`src/rtl/ivs_pkg.sv`:
```
package ivs_pkg;
  localparam int unsigned BYTE_W = 8;
  localparam logic [BYTE_W-1:0] CALL_OPCODE = 8'hCD;
  typedef enum logic [1:0] {
    SLOT_FIRST  = 2'd0,
    SLOT_SECOND = 2'd1,
    SLOT_THIRD  = 2'd2
  } slot_e;
endpackage

```
`src/rtl/ivs_prio.sv`:
```
module ivs_prio #(
  parameter int unsigned LINES = 8,
  localparam int unsigned LW = $clog2(LINES)
) (
  input  logic [LINES-1:0] pend,
  input  logic [LINES-1:0] svc,
  output logic             hit,
  output logic [LW-1:0]    hit_lvl,
  output logic [LINES-1:0] svc_top
);
  logic blocked;
  logic found;

  // lowest index pending line that sits above every in-service level
  always_comb begin
    hit     = 1'b0;
    hit_lvl = '0;
    blocked = 1'b0;
    for (int i = 0; i < LINES; i++) begin
      if (!blocked && !hit) begin
        if (svc[i]) blocked = 1'b1;
        else if (pend[i]) begin
          hit     = 1'b1;
          hit_lvl = LW'(i);
        end
      end
    end
  end

  // lowest index in-service level, one-hot
  always_comb begin
    svc_top = '0;
    found   = 1'b0;
    for (int i = 0; i < LINES; i++) begin
      if (svc[i] && !found) begin
        svc_top[i] = 1'b1;
        found      = 1'b1;
      end
    end
  end
endmodule

```
`src/rtl/ivs_vecgen.sv`:
```
module ivs_vecgen
  import ivs_pkg::*;
#(
  parameter int unsigned LW = 3,
  localparam int unsigned PTR_W = BYTE_W - LW,
  localparam int unsigned LO_W  = BYTE_W - LW - 2
) (
  input  logic              three,
  input  logic              gap8,
  input  logic [1:0]        slot,
  input  logic [LW-1:0]     lvl,
  input  logic [LO_W-1:0]   lo_cfg,
  input  logic [BYTE_W-1:0] hi_cfg,
  input  logic [PTR_W-1:0]  ptr_base,
  output logic [BYTE_W-1:0] byte_o,
  output logic              drive_o
);
  logic [BYTE_W-1:0] low_byte;

  always_comb begin
    if (gap8) low_byte = {lo_cfg[LO_W-1:1], lvl, 3'b000};
    else      low_byte = {lo_cfg, lvl, 2'b00};
  end

  always_comb begin
    byte_o  = '0;
    drive_o = 1'b0;
    if (three) begin
      case (slot)
        SLOT_FIRST:  begin byte_o = CALL_OPCODE; drive_o = 1'b1; end
        SLOT_SECOND: begin byte_o = low_byte;    drive_o = 1'b1; end
        SLOT_THIRD:  begin byte_o = hi_cfg;      drive_o = 1'b1; end
        default:     begin byte_o = '0;          drive_o = 1'b0; end
      endcase
    end else if (slot == SLOT_SECOND) begin
      byte_o  = {ptr_base, lvl};
      drive_o = 1'b1;
    end
  end
endmodule

```
`src/rtl/ivs_ackfsm.sv`:
```
module ivs_ackfsm
  import ivs_pkg::*;
#(
  parameter int unsigned LW = 3
) (
  input  logic              clk,
  input  logic              rst_n,
  input  logic              ack_n,
  input  logic              three,
  input  logic              auto_en,
  input  logic              hit,
  input  logic [LW-1:0]     hit_lvl,
  input  logic [BYTE_W-1:0] vec_byte,
  input  logic              vec_drive,
  output logic [1:0]        slot,
  output logic [LW-1:0]     gen_lvl,
  output logic              set_ev,
  output logic [LW-1:0]     set_lvl,
  output logic              pclr_ev,
  output logic [LW-1:0]     pclr_lvl,
  output logic              aclr_ev,
  output logic [LW-1:0]     aclr_lvl,
  output logic              drv_o,
  output logic [BYTE_W-1:0] data_o
);
  localparam logic [LW-1:0] FALLBACK = '1;

  logic          ack_q;
  logic [1:0]    cnt;
  logic [LW-1:0] lvl_q;
  logic          spur_q;
  logic          fall_ev, rise_ev, cap_ev;
  logic [1:0]    last_slot, cap_slot;

  assign fall_ev   = ack_q & ~ack_n;
  assign rise_ev   = ~ack_q & ack_n;
  assign last_slot = three ? SLOT_THIRD : SLOT_SECOND;
  assign cap_slot  = three ? SLOT_SECOND : SLOT_FIRST;
  assign cap_ev    = fall_ev && (cnt == cap_slot);
  assign slot      = cnt;
  assign gen_lvl   = cap_ev ? (hit ? hit_lvl : FALLBACK) : lvl_q;

  assign set_ev  = cap_ev && hit;
  assign set_lvl = hit_lvl;

  always_comb begin
    if (three) begin
      pclr_ev  = rise_ev && (cnt == SLOT_SECOND) && !spur_q;
      pclr_lvl = lvl_q;
    end else begin
      pclr_ev  = cap_ev && hit;
      pclr_lvl = hit_lvl;
    end
  end

  assign aclr_ev  = rise_ev && (cnt == last_slot) && auto_en && !spur_q;
  assign aclr_lvl = lvl_q;

  always_ff @(posedge clk) begin
    if (!rst_n) begin
      ack_q  <= 1'b1;
      cnt    <= '0;
      lvl_q  <= '0;
      spur_q <= 1'b0;
      drv_o  <= 1'b0;
      data_o <= '0;
    end else begin
      ack_q <= ack_n;
      if (rise_ev) cnt <= (cnt >= last_slot) ? 2'd0 : cnt + 2'd1;
      if (cap_ev) begin
        lvl_q  <= gen_lvl;
        spur_q <= !hit;
      end
      if (fall_ev) begin
        drv_o  <= vec_drive;
        data_o <= vec_drive ? vec_byte : '0;
      end else if (rise_ev) begin
        drv_o  <= 1'b0;
        data_o <= '0;
      end
    end
  end

  assert_drive_after_low_R11: assert property (@(posedge clk) disable iff (!rst_n)
    drv_o |-> !$past(ack_n));

  assert_short_first_quiet_R6: assert property (@(posedge clk) disable iff (!rst_n)
    (fall_ev && !three && cnt == 2'd0) |=> !drv_o);
endmodule

```
`src/rtl/intack_vec_seq.sv`:
```
module intack_vec_seq
  import ivs_pkg::*;
#(
  parameter int unsigned LINES = 8,
  localparam int unsigned LW    = $clog2(LINES),
  localparam int unsigned LO_W  = BYTE_W - LW - 2,
  localparam int unsigned PTR_W = BYTE_W - LW
) (
  input  logic              clk,
  input  logic              rst_n,
  input  logic [LINES-1:0]  irq_lines,
  input  logic              ack_n,
  input  logic              eoi,
  input  logic              cfg_three,
  input  logic              cfg_auto,
  input  logic              cfg_gap8,
  input  logic [LO_W-1:0]   cfg_lo,
  input  logic [BYTE_W-1:0] cfg_hi,
  input  logic [PTR_W-1:0]  cfg_ptr,
  output logic              irq_out,
  output logic [BYTE_W-1:0] bus_out,
  output logic              bus_drive
);
  logic [LINES-1:0]  line_q, pend, svc, svc_top;
  logic [LINES-1:0]  set_vec, pclr_vec, aclr_vec, eoi_vec;
  logic              hit;
  logic [LW-1:0]     hit_lvl, gen_lvl, set_lvl, pclr_lvl, aclr_lvl;
  logic              set_ev, pclr_ev, aclr_ev;
  logic [1:0]        slot;
  logic [BYTE_W-1:0] vec_byte;
  logic              vec_drive;

  ivs_prio #(.LINES(LINES)) u_prio (
    .pend(pend), .svc(svc), .hit(hit), .hit_lvl(hit_lvl), .svc_top(svc_top)
  );

  ivs_vecgen #(.LW(LW)) u_vec (
    .three(cfg_three), .gap8(cfg_gap8), .slot(slot), .lvl(gen_lvl),
    .lo_cfg(cfg_lo), .hi_cfg(cfg_hi), .ptr_base(cfg_ptr),
    .byte_o(vec_byte), .drive_o(vec_drive)
  );

  ivs_ackfsm #(.LW(LW)) u_fsm (
    .clk(clk), .rst_n(rst_n), .ack_n(ack_n), .three(cfg_three),
    .auto_en(cfg_auto), .hit(hit), .hit_lvl(hit_lvl),
    .vec_byte(vec_byte), .vec_drive(vec_drive), .slot(slot),
    .gen_lvl(gen_lvl), .set_ev(set_ev), .set_lvl(set_lvl),
    .pclr_ev(pclr_ev), .pclr_lvl(pclr_lvl), .aclr_ev(aclr_ev),
    .aclr_lvl(aclr_lvl), .drv_o(bus_drive), .data_o(bus_out)
  );

  assign set_vec  = set_ev  ? (LINES'(1) << set_lvl)  : '0;
  assign pclr_vec = pclr_ev ? (LINES'(1) << pclr_lvl) : '0;
  assign aclr_vec = aclr_ev ? (LINES'(1) << aclr_lvl) : '0;
  assign eoi_vec  = eoi ? svc_top : '0;
  assign irq_out  = hit;

  always_ff @(posedge clk) begin
    if (!rst_n) begin
      line_q <= '0;
      pend   <= '0;
      svc    <= '0;
    end else begin
      line_q <= irq_lines;
      pend   <= (pend | (irq_lines & ~line_q)) & irq_lines & ~pclr_vec;
      svc    <= (svc | set_vec) & ~aclr_vec & ~eoi_vec;
    end
  end

  assert_set_was_pending_R5: assert property (@(posedge clk) disable iff (!rst_n)
    (set_vec != '0) |-> ((set_vec & pend) != '0));

  assert_eoi_drops_one_R8: assert property (@(posedge clk) disable iff (!rst_n)
    (eoi && svc != '0 && set_vec == '0 && aclr_vec == '0)
      |=> ($countones(svc) + 1 == $past($countones(svc))));
endmodule

```
`config.mk`:
```
export PLATFORM = sky130hd
export DESIGN_NAME = intack_vec_seq
export DESIGN_NICKNAME = d
export VERILOG_FILES = /design/src/rtl/ivs_pkg.sv /design/src/rtl/ivs_prio.sv /design/src/rtl/ivs_vecgen.sv /design/src/rtl/ivs_ackfsm.sv /design/src/rtl/intack_vec_seq.sv
export SDC_FILE = /design/constraint.sdc
export NUM_CORES = 1
export LEC_CHECK = 0
export BUFFER_PORTS_ARGS = -buffer_cell sky130_fd_sc_hd__buf_2
export CAP_MARGIN = 10
export CORE_ASPECT_RATIO = 0.7
export CORE_MARGIN = 4
export CORE_UTILIZATION = 50
export DETAILED_ROUTE_END_ITERATION = 6
export PLACE_DENSITY_LB_ADDON = 0.3
export SYNTH_ARGS = -nofsm -noshare
export SYNTH_HDL_FRONTEND = slang
export SYNTH_SLANG_ARGS = --single-unit
```
`constraint.sdc`:
```
create_clock -name clk -period 3.33 [get_ports clk]
set_input_delay 0.666 -clock clk [delete_from_list [all_inputs] [get_ports clk]]
set_output_delay 0.666 -clock clk [all_outputs]
set_load 0.1 [all_outputs]
```
==> flow_metrics.py, run 1 <==
metrics = {
    "status": {
        "outcome": "finished clean",
    },
    "worst_setup_path": {
        "path_buf_inv": 2,
        "reg2reg_setup_slack_ns": 0.94,
        "worstPathCellList": "inv_1, a221oi_1, a21o_1, a21o_1, buf_2",
        "crit_cells": 5,
        "crit_required_ns": 2.66,
        "r2r_cells": 7,
        "start_kind": "flip-flop",
        "crit_family": "compound AO/OA/AOI/OAI gates",
        "worst_ep_arrival_time_ns": 2.11,
        "endpoint_of_the_lowest_slack_register_to_register_path": "pend[3]",
        "worst_path_max_delay_cell": "sky130_fd_sc_hd__dfxtp_1",
        "critPathLaunch": "pend[3]",
        "critical_path.reg2reg.startpoint": "u_fsm.slot[0]",
        "timing.critical_path.fanout_max": 7,
        "critical_path.max_stage_delay_ns": 0.47,
        "critical-path-top-cell-by-count": "sky130_fd_sc_hd__a21o_1",
        "critical_path.endpoint": "irq_out",
        "path_class": "reg -> out",
        "timing.critical_path.to_type": "output pin",
    },
    "clock_tree": {
        "clock_tree_from_tritoncts": "built",
        "cts_inserted_buffers": 5,
        "clk_transition_reported_paths_ns": 0.08,
        "clock_sink_count": 40,
        "clock_tree.buffer_depth": 2,
        "post_cts.resized_instances": 0,
        "clk_root_buffer_cell": "sky130_fd_sc_hd__clkbuf_8",
        "holdBufCountCts": 0,
        "postCtsSetupRepairBufs": 0,
        "clk-insertion-delay-late_ns": 0.29,
        "ctsHtreeMaxLevel": 2,
    },
    "logic_synthesis": {
        "avgSynthCellArea_um2": 8.079,
        "gate_count_of_the_mapped_netlist": 293,
        "synth_top_flop_cell": "sky130_fd_sc_hd__dfxtp_1",
        "synthDominantAreaCellType": "sky130_fd_sc_hd__dfxtp_1",
        "number_of_synthesized_flops_with_an_enable_pin": 0,
        "netlist-cell-type-count": 55,
        "syn_nets": 332,
        "async_reset_ff_share_pct": 0,
        "post-synth-top-area-fraction_pct": 33.83,
        "synth_top_cells_by_area": "sky130_fd_sc_hd__dfxtp_1, sky130_fd_sc_hd__a21oi_1, sky130_fd_sc_hd__nand2_1",
        "netlist_top_cells_count": "sky130_fd_sc_hd__dfxtp_1, sky130_fd_sc_hd__nand2_1, sky130_fd_sc_hd__a21oi_1, sky130_fd_sc_hd__inv_1, sky130_fd_sc_hd__o21ai_0",
        "synthesized_area_um2": 2367,
        "yosys_warnings": 0,
        "ys_seq_area_share_pct": 33.83,
        "synth-seq-cells": 40,
        "post-synth-top-count-cell": "sky130_fd_sc_hd__dfxtp_1",
    },
    "timing": {
        "timing_hold_violations_final": 0,
        "finalSetupViolations": 0,
        "min_period_over_period_pct": 83.32,
        "tightestPinTransition_ns": 0.8168,
        "maxClockFrequency_mhz": 360.4,
        "clock_skew_ns": 0.008264,
        "timing.setup.tns_ns": 0,
        "grt_setup_unrepaired": "false",
        "post-route-min-period_ns": 2.775,
        "slew_headroom_pct": 44.97,
        "maxSlewViolCount": 0,
    },
    "final_layout": {
        "register_area_um2": 800.8,
        "n_fill_cell": 414,
        "layout_nets": 369,
        "antenna_cells": 0,
        "drive_above_1_share_pct": 17.82,
        "flow.area_growth_from_synthesis_pct": 14.59,
        "combined_area_of_the_multi_input_logic_cells_um2": 1441,
        "finish.utilization_pct": 60.90,
    },
    "floorplan": {
        "initial_core_utilization_pct": 53.15,
        "num_io_pins": 41,
        "floorplan.core_area_um2": 4454,
        "die_height_um": 65.57,
        "die_x_um": 90.24,
        "num_rows": 20,
        "fp.dieArea_um2": 5917,
    },
    "power_and_ir_drop": {
        "power_density_nw_per_um2": 426.1,
        "post-layout-total-power_uw": 1156,
        "ir_drop_v": 0.0002654,
        "total_leakage_power_uw": 0.001112,
    },
    "drt": {
        "num_vias": 2405,
        "wire_per_inst_um": 16.82,
        "detail-route-antenna-nets": 0,
        "drcViolationCount": 0,
        "route.layer.met1.wl_um": 3169,
        "routed_via_density": 6.231,
        "wl_um": 6493,
        "violation_count_after_the_first_detailed_route_iteration": 296,
        "detail_route.first_pass.iterations": 5,
        "detailroute.wirelength.met2_um": 2599,
        "dr_wl_met3_um": 685,
        "highest-signal-layer": "met4",
    },
    "flow_run": {
        "timing.max_cap.violations": 0,
    },
    "global_route": {
        "grt_max_degree": 24,
        "gr-total-overflow": 0,
        "gr-usage-all-layers_pct": 22.14,
        "grt_pass1_wl_um": 10530,
        "antenna_found_initial": 0,
        "grt_pass1_vias": 2133,
    },
    "placement": {
        "routabilityCongestion": 0.9759,
        "buffer_ports.inserted": 40,
        "place_hpwl_um": 4967,
    },
    "min_path": {
        "hold_path.class": "reg -> reg",
    },
}
## how the worst min path moves through the flow
stage               to  slack, ns       from  cells past startpoint
2_1_floorplan  pend[1]       0.40  line_q[1]                      1
3_3_place_gp   pend[6]       0.42  line_q[6]                      1
3_5_place_dp   pend[1]       0.42  line_q[1]                      1
4_1_cts        pend[1]       0.44  line_q[1]                      1
5_1_grt        pend[6]       0.45  line_q[6]                      1
6_report       pend[6]       0.43  line_q[6]                      1
## routing by layer
layer,up-vias,global-route usage (%)
li1,1165,-
met1,1103,35.01
met2,129,29.49
met3,8,5.034
met4,0,4.962
met5,-,0
## report_power, final
| group | leakage, uW | total (uW) | switching, uW | internal, uW |
|---|---|---|---|---|
| Sequential | 0.000328 | 521 | 23.2 | 497 |
| Clock | 0.0000541 | 400 | 178 | 222 |
| Combinational | 0.000730 | 235 | 157 | 78.4 |
| Total | 0.00111 | 1160 | 358 | 798 |
## worst register-to-register path, delay by kind of cell (launching register included)
family / cells / cell delay (ns)
compound gates: 3 / 0.62
fa+ha+maj: 1 / 0.34
buf+inv: 1 / 0.13
flops: 1 / 0.42
simple gates: 2 / 0.75
## per-stage QoR
stage	hold slack, ns	std cells	worst slack (ns)	cell area, um^2
6_report	0.4298	386	0.5554	2713
5_1_grt	0.4535	386	0.4013	2713
4_1_cts	0.4363	386	0.5761	2713
3_5_place_dp	0.4249	378	0.2860	2601
3_3_place_gp	0.4177	378	0.3982	2601
2_1_floorplan	0.4029	293	0.5470	2367
## layout make-up
| class | count | area share, % |
|---|---|---|
| multi-input cells | 220 | 53.14 |
| well taps | 55 | 2.537 |
| clock buffers | 5 | 2.537 |
| clock inverters | 3 | 1.568 |
| inverters | 22 | 3.044 |
| flip-flops and latches | 40 | 29.52 |
| repair buffers | 41 | 7.657 |
## flip-flops by register name (all words and copies together), names as in the netlist
register        count
line_q              8
pend                8
svc                 8
u_fsm.data_o        8
u_fsm.aclr_lvl      3
u_fsm.slot          2
u_fsm.ack_q         1
u_fsm.drv_o         1
u_fsm.spur_q        1
## placed cells by master (no fill, tap or decap), types with 3 or more instances in the layout
cell type                  instances
sky130_fd_sc_hd__a211o_1           3
sky130_fd_sc_hd__a211oi_1          7
sky130_fd_sc_hd__a21o_1            6
sky130_fd_sc_hd__a21oi_1          22
sky130_fd_sc_hd__a221oi_1          6
sky130_fd_sc_hd__a32oi_1           5
sky130_fd_sc_hd__and2_1            6
sky130_fd_sc_hd__buf_2            40
sky130_fd_sc_hd__clkbuf_8          5
sky130_fd_sc_hd__dfxtp_1          40
sky130_fd_sc_hd__ha_1              8
sky130_fd_sc_hd__inv_1            22
sky130_fd_sc_hd__nand2_1          28
sky130_fd_sc_hd__nand2b_1          9
sky130_fd_sc_hd__nand3_1           9
sky130_fd_sc_hd__nand4_1           5
sky130_fd_sc_hd__nor2_1           16
sky130_fd_sc_hd__nor2b_1          11
sky130_fd_sc_hd__nor3_1            8
sky130_fd_sc_hd__nor3b_1           3
sky130_fd_sc_hd__o211ai_1          7
sky130_fd_sc_hd__o21a_1            3
sky130_fd_sc_hd__o21ai_0          17
sky130_fd_sc_hd__o221ai_1          3
sky130_fd_sc_hd__o31ai_1           4
## kinds of logic after synthesis
kind of cell	synth area share (%)
buffers and inverters	5.285
AND/OR/NAND/NOR	26.22
AO/OA/AOI/OAI	30.45
adder cells (fa/ha/maj)	4.228
flip-flops	33.83
(Power assumes the default switching activity.)
==> run 2: changes to the inputs <==
--- a/config.mk
+++ b/config.mk
@@ -5,6 +5,7 @@
 export SDC_FILE = /design/constraint.sdc
 export NUM_CORES = 1
 export LEC_CHECK = 0
+export ABC_AREA = 1
 export BUFFER_PORTS_ARGS = -buffer_cell sky130_fd_sc_hd__buf_2
 export CAP_MARGIN = 10
 export CORE_ASPECT_RATIO = 0.7
==> constraint.sdc (replaced) <==
create_clock -name clk -period 2.3 [get_ports clk]
set_input_delay 0.46 -clock clk [delete_from_list [all_inputs] [get_ports clk]]
set_output_delay 0.46 -clock clk [all_outputs]
set_load 0.1 [all_outputs]
==> run 2 against run 1 <==
  * The flow now finishes with violations (negative setup slack)
  * Die area up 0.38%
  * Sequential power up 45%
  * Routed wire length up 18%
  * Clock power up 13%
  * Utilization up 13 points
  * Non-clock buffer count up 39
  * Combinational power rose to 2.8 times the previous value
  * Hold slack worse by 0.070 ns
  * Critical endpoint is now svc[4]
  * Highest routed layer unchanged
==> flow_metrics.py, run 2 <==
metrics = {
    "logic_synthesis": {
        "netlist_top_cells_count": "sky130_fd_sc_hd__nand2_1, sky130_fd_sc_hd__inv_1, sky130_fd_sc_hd__dfxtp_1",
        "synth_top_family_by_area": "simple AND/OR/NAND/NOR gates",
        "synthDominantAreaCellType": "sky130_fd_sc_hd__dfxtp_1",
        "simple_gate_fraction_of_synth_area_pct": 31.89,
        "synth_area_in_compound_gates_pct": 19.63,
        "async_reset_ff_share_pct": 0,
        "yosys_warnings": 0,
        "syn_nets": 373,
        "post-synth-top-count-cell": "sky130_fd_sc_hd__nand2_1",
        "synth_top_flop_cell": "sky130_fd_sc_hd__dfxtp_1",
        "synth_top_cells_by_area": "sky130_fd_sc_hd__dfxtp_1, sky130_fd_sc_hd__nand2_1, sky130_fd_sc_hd__inv_1",
        "ys_seq_area_share_pct": 33.68,
        "post-synth-top-area-fraction_pct": 33.68,
        "synth.mux.area_fraction_pct": 0,
        "netlist-cell-type-count": 40,
        "avgSynthCellArea_um2": 7.118,
        "post_synth_fa_ha_maj_area_fraction_pct": 4.211,
        "gate_count_of_the_mapped_netlist": 334,
        "synth-xor-area-share_pct": 0,
        "number_of_synthesized_flops_with_an_enable_pin": 0,
        "synth-seq-cells": 40,
        "synthesized_area_um2": 2377,
    },
    "floorplan": {
        "floorplan.core_area_um2": 4454,
        "initial_core_utilization_pct": 53.37,
        "die_x_um": 90.42,
        "num_io_pins": 41,
        "die_height_um": 65.69,
        "fp.dieArea_um2": 5939,
        "num_rows": 20,
    },
    "final_layout": {
        "flow.area_growth_from_synthesis_pct": 37.58,
        "antenna_cells": 0,
        "drive_above_1_share_pct": 38.16,
        "final_cell_mix": "sky130_fd_sc_hd__nand2_1, sky130_fd_sc_hd__inv_1, sky130_fd_sc_hd__buf_2",
        "layout_commonest_cell": "sky130_fd_sc_hd__nand2_1",
        "layout_nets": 453,
    },
    "timing": {
        "maxSlewViolCount": 0,
        "clock_skew_ns": 0.005769,
        "min_period_over_period_pct": 113.6,
        "timing_hold_violations_final": 0,
        "post-route-worst-setup-slack_ns": -0.3118,
        "grt_setup_unrepaired": "true",
        "finalSetupViolations": 21,
        "slew_headroom_pct": 66.98,
        "post-route-min-period_ns": 2.612,
        "tightestPinTransition_ns": 0.4987,
        "maxClockFrequency_mhz": 382.9,
        "timing.setup.tns_ns": -3.938,
    },
    "min_path": {
        "hold_path.class": "in -> reg",
        "holdPathStages": 3,
        "timing.hold.worst.start": "irq_lines[0]",
        "whs_endpoint": "line_q[0]",
    },
    "worst_setup_path": {
        "start_kind": "flip-flop",
        "r2r_cells": 15,
        "reg2reg_setup_slack_ns": -0.31,
        "timing.critical_path.fanout_max": 4,
        "endpoint_of_the_lowest_slack_register_to_register_path": "svc[4]",
        "critical_path.reg2reg.startpoint": "svc[0]",
        "timing.critical_path.to_type": "flip-flop",
        "worst_ep_arrival_time_ns": 2.83,
        "path_class": "reg -> reg",
        "crit_required_ns": 2.52,
    },
    "global_route": {
        "grt_max_degree": 15,
        "grt_pass1_vias": 2400,
        "grt_pass1_wl_um": 11420,
        "gr-total-overflow": 0,
        "antenna_found_initial": 0,
        "gr-usage-all-layers_pct": 24.12,
    },
    "clock_tree": {
        "ctsHtreeMaxLevel": 2,
        "clk_root_buffer_cell": "sky130_fd_sc_hd__clkbuf_8",
        "clock_sink_count": 40,
        "clk_transition_reported_paths_ns": 0.08,
        "clk-insertion-delay-late_ns": 0.30,
        "clock_tree_from_tritoncts": "built",
        "cts_inserted_buffers": 5,
        "clock_tree.buffer_depth": 2,
    },
    "drt": {
        "drcViolationCount": 0,
        "num_vias": 2687,
        "detail-route-antenna-nets": 0,
        "detail_route.first_pass.iterations": 5,
        "violation_count_after_the_first_detailed_route_iteration": 337,
        "routed_via_density": 5.729,
        "wire_per_inst_um": 16.39,
        "wl_um": 7685,
    },
    "power_and_ir_drop": {
        "total_leakage_power_uw": 0.001491,
        "power_density_nw_per_um2": 571.1,
        "ir_drop_v": 0.0003701,
    },
    "placement": {
        "place_hpwl_um": 5006,
        "post-place-ws_ns": -0.1497,
        "routabilityCongestion": 0.9413,
        "buffer_ports.inserted": 40,
    },
    "status": {
        "failing_checks": "negative setup slack",
        "outcome": "finished, violations left",
    },
    "flow_run": {
        "timing.max_cap.violations": 0,
    },
}
run 2: kinds of logic after synthesis:
group	count (synthesis)
flops	40
fa+ha+maj	8
buf+inv	61
simple gates	154
compound gates	71
run 2: routing by layer:
| metal | GRT usage [%] | wire length, um | up-vias |
|---|---|---|---|
| met5 | 0 | 0 | - |
| met4 | 8.969 | 278 | 0 |
| met1 | 32.48 | 3419 | 1214 |
| met3 | 6.979 | 736 | 40 |
| li1 | - | - | 1269 |
| met2 | 36.65 | 3250 | 164 |
run 2: per-stage QoR:
step	power [uW]	util (%)	instance area, um^2	hold slack (ns)	cells
floorplan	1082	-	2415	0.3798	334
global placement	1213	62.02	2763	0.3919	437
detailed placement	1223	62.02	2763	0.3906	437
CTS	1745	69.13	3079	0.3612	462
global route	1935	73.43	3271	0.3738	469
finish	1868	73.43	3271	0.3600	469
run 2: cell type report:
class	instances	area, um^2
inverter	54	210.2
clock buffer	6	72.57
fill	322	1184
timing repair buffer	80	549.3
clock inverter	1	5.005
multi-input combinational	233	1554
tap	55	68.82
sequential	40	810.8
run 2: critical path, stage by stage, from the launching register on:
cell and delay (ns):
sky130_fd_sc_hd__dfxtp_4 0.38, sky130_fd_sc_hd__nor2_4 0.06, sky130_fd_sc_hd__inv_2 0.10, sky130_fd_sc_hd__nand2_8 0.08, sky130_fd_sc_hd__a21oi_4 0.21, sky130_fd_sc_hd__buf_6 0.14
sky130_fd_sc_hd__nand4_4 0.14, sky130_fd_sc_hd__nand3_2 0.11, sky130_fd_sc_hd__nand2_2 0.07, sky130_fd_sc_hd__buf_4 0.15, sky130_fd_sc_hd__buf_6 0.12, sky130_fd_sc_hd__o211ai_1 0.24
sky130_fd_sc_hd__nand2_1 0.20, sky130_fd_sc_hd__o31ai_2 0.27, sky130_fd_sc_hd__o31ai_1 0.14, sky130_fd_sc_hd__nor3_2 0.12
run 2: timing repair:
item | 4_1_cts | 5_1_grt
cloned | 0 | 0
hold buffers | 0 | 0
setup buffers | 18 | 7
endpoints found under the setup margin | 17 | 23
pin swaps | 19 | 17
endpoints found under the hold margin | 0 | 0
resized for setup | 24 | 38
run 2: power by group:
| group | leakage, uW | internal [uW] | switching, uW | total (uW) |
|---|---|---|---|---|
| clock network | 0.0000410 | 207 | 245 | 451 |
| registers | 0.000330 | 724 | 29.0 | 753 |
| logic | 0.00112 | 264 | 399 | 664 |
run 2: how the worst max path moves through the flow:
stage	from	endpoint	depth (start not counted)	slack, ns
finish	svc[0]	svc[4]	15	-0.31
floorplan	svc[1]	u_fsm.data_o[3]	20	-0.03
CTS	svc[0]	irq_out	13	-0.16
global route	svc[0]	svc[4]	15	-0.39
global placement	pend[0]	pend[1]	15	-0.02
detailed placement	pend[0]	pend[1]	14	-0.15
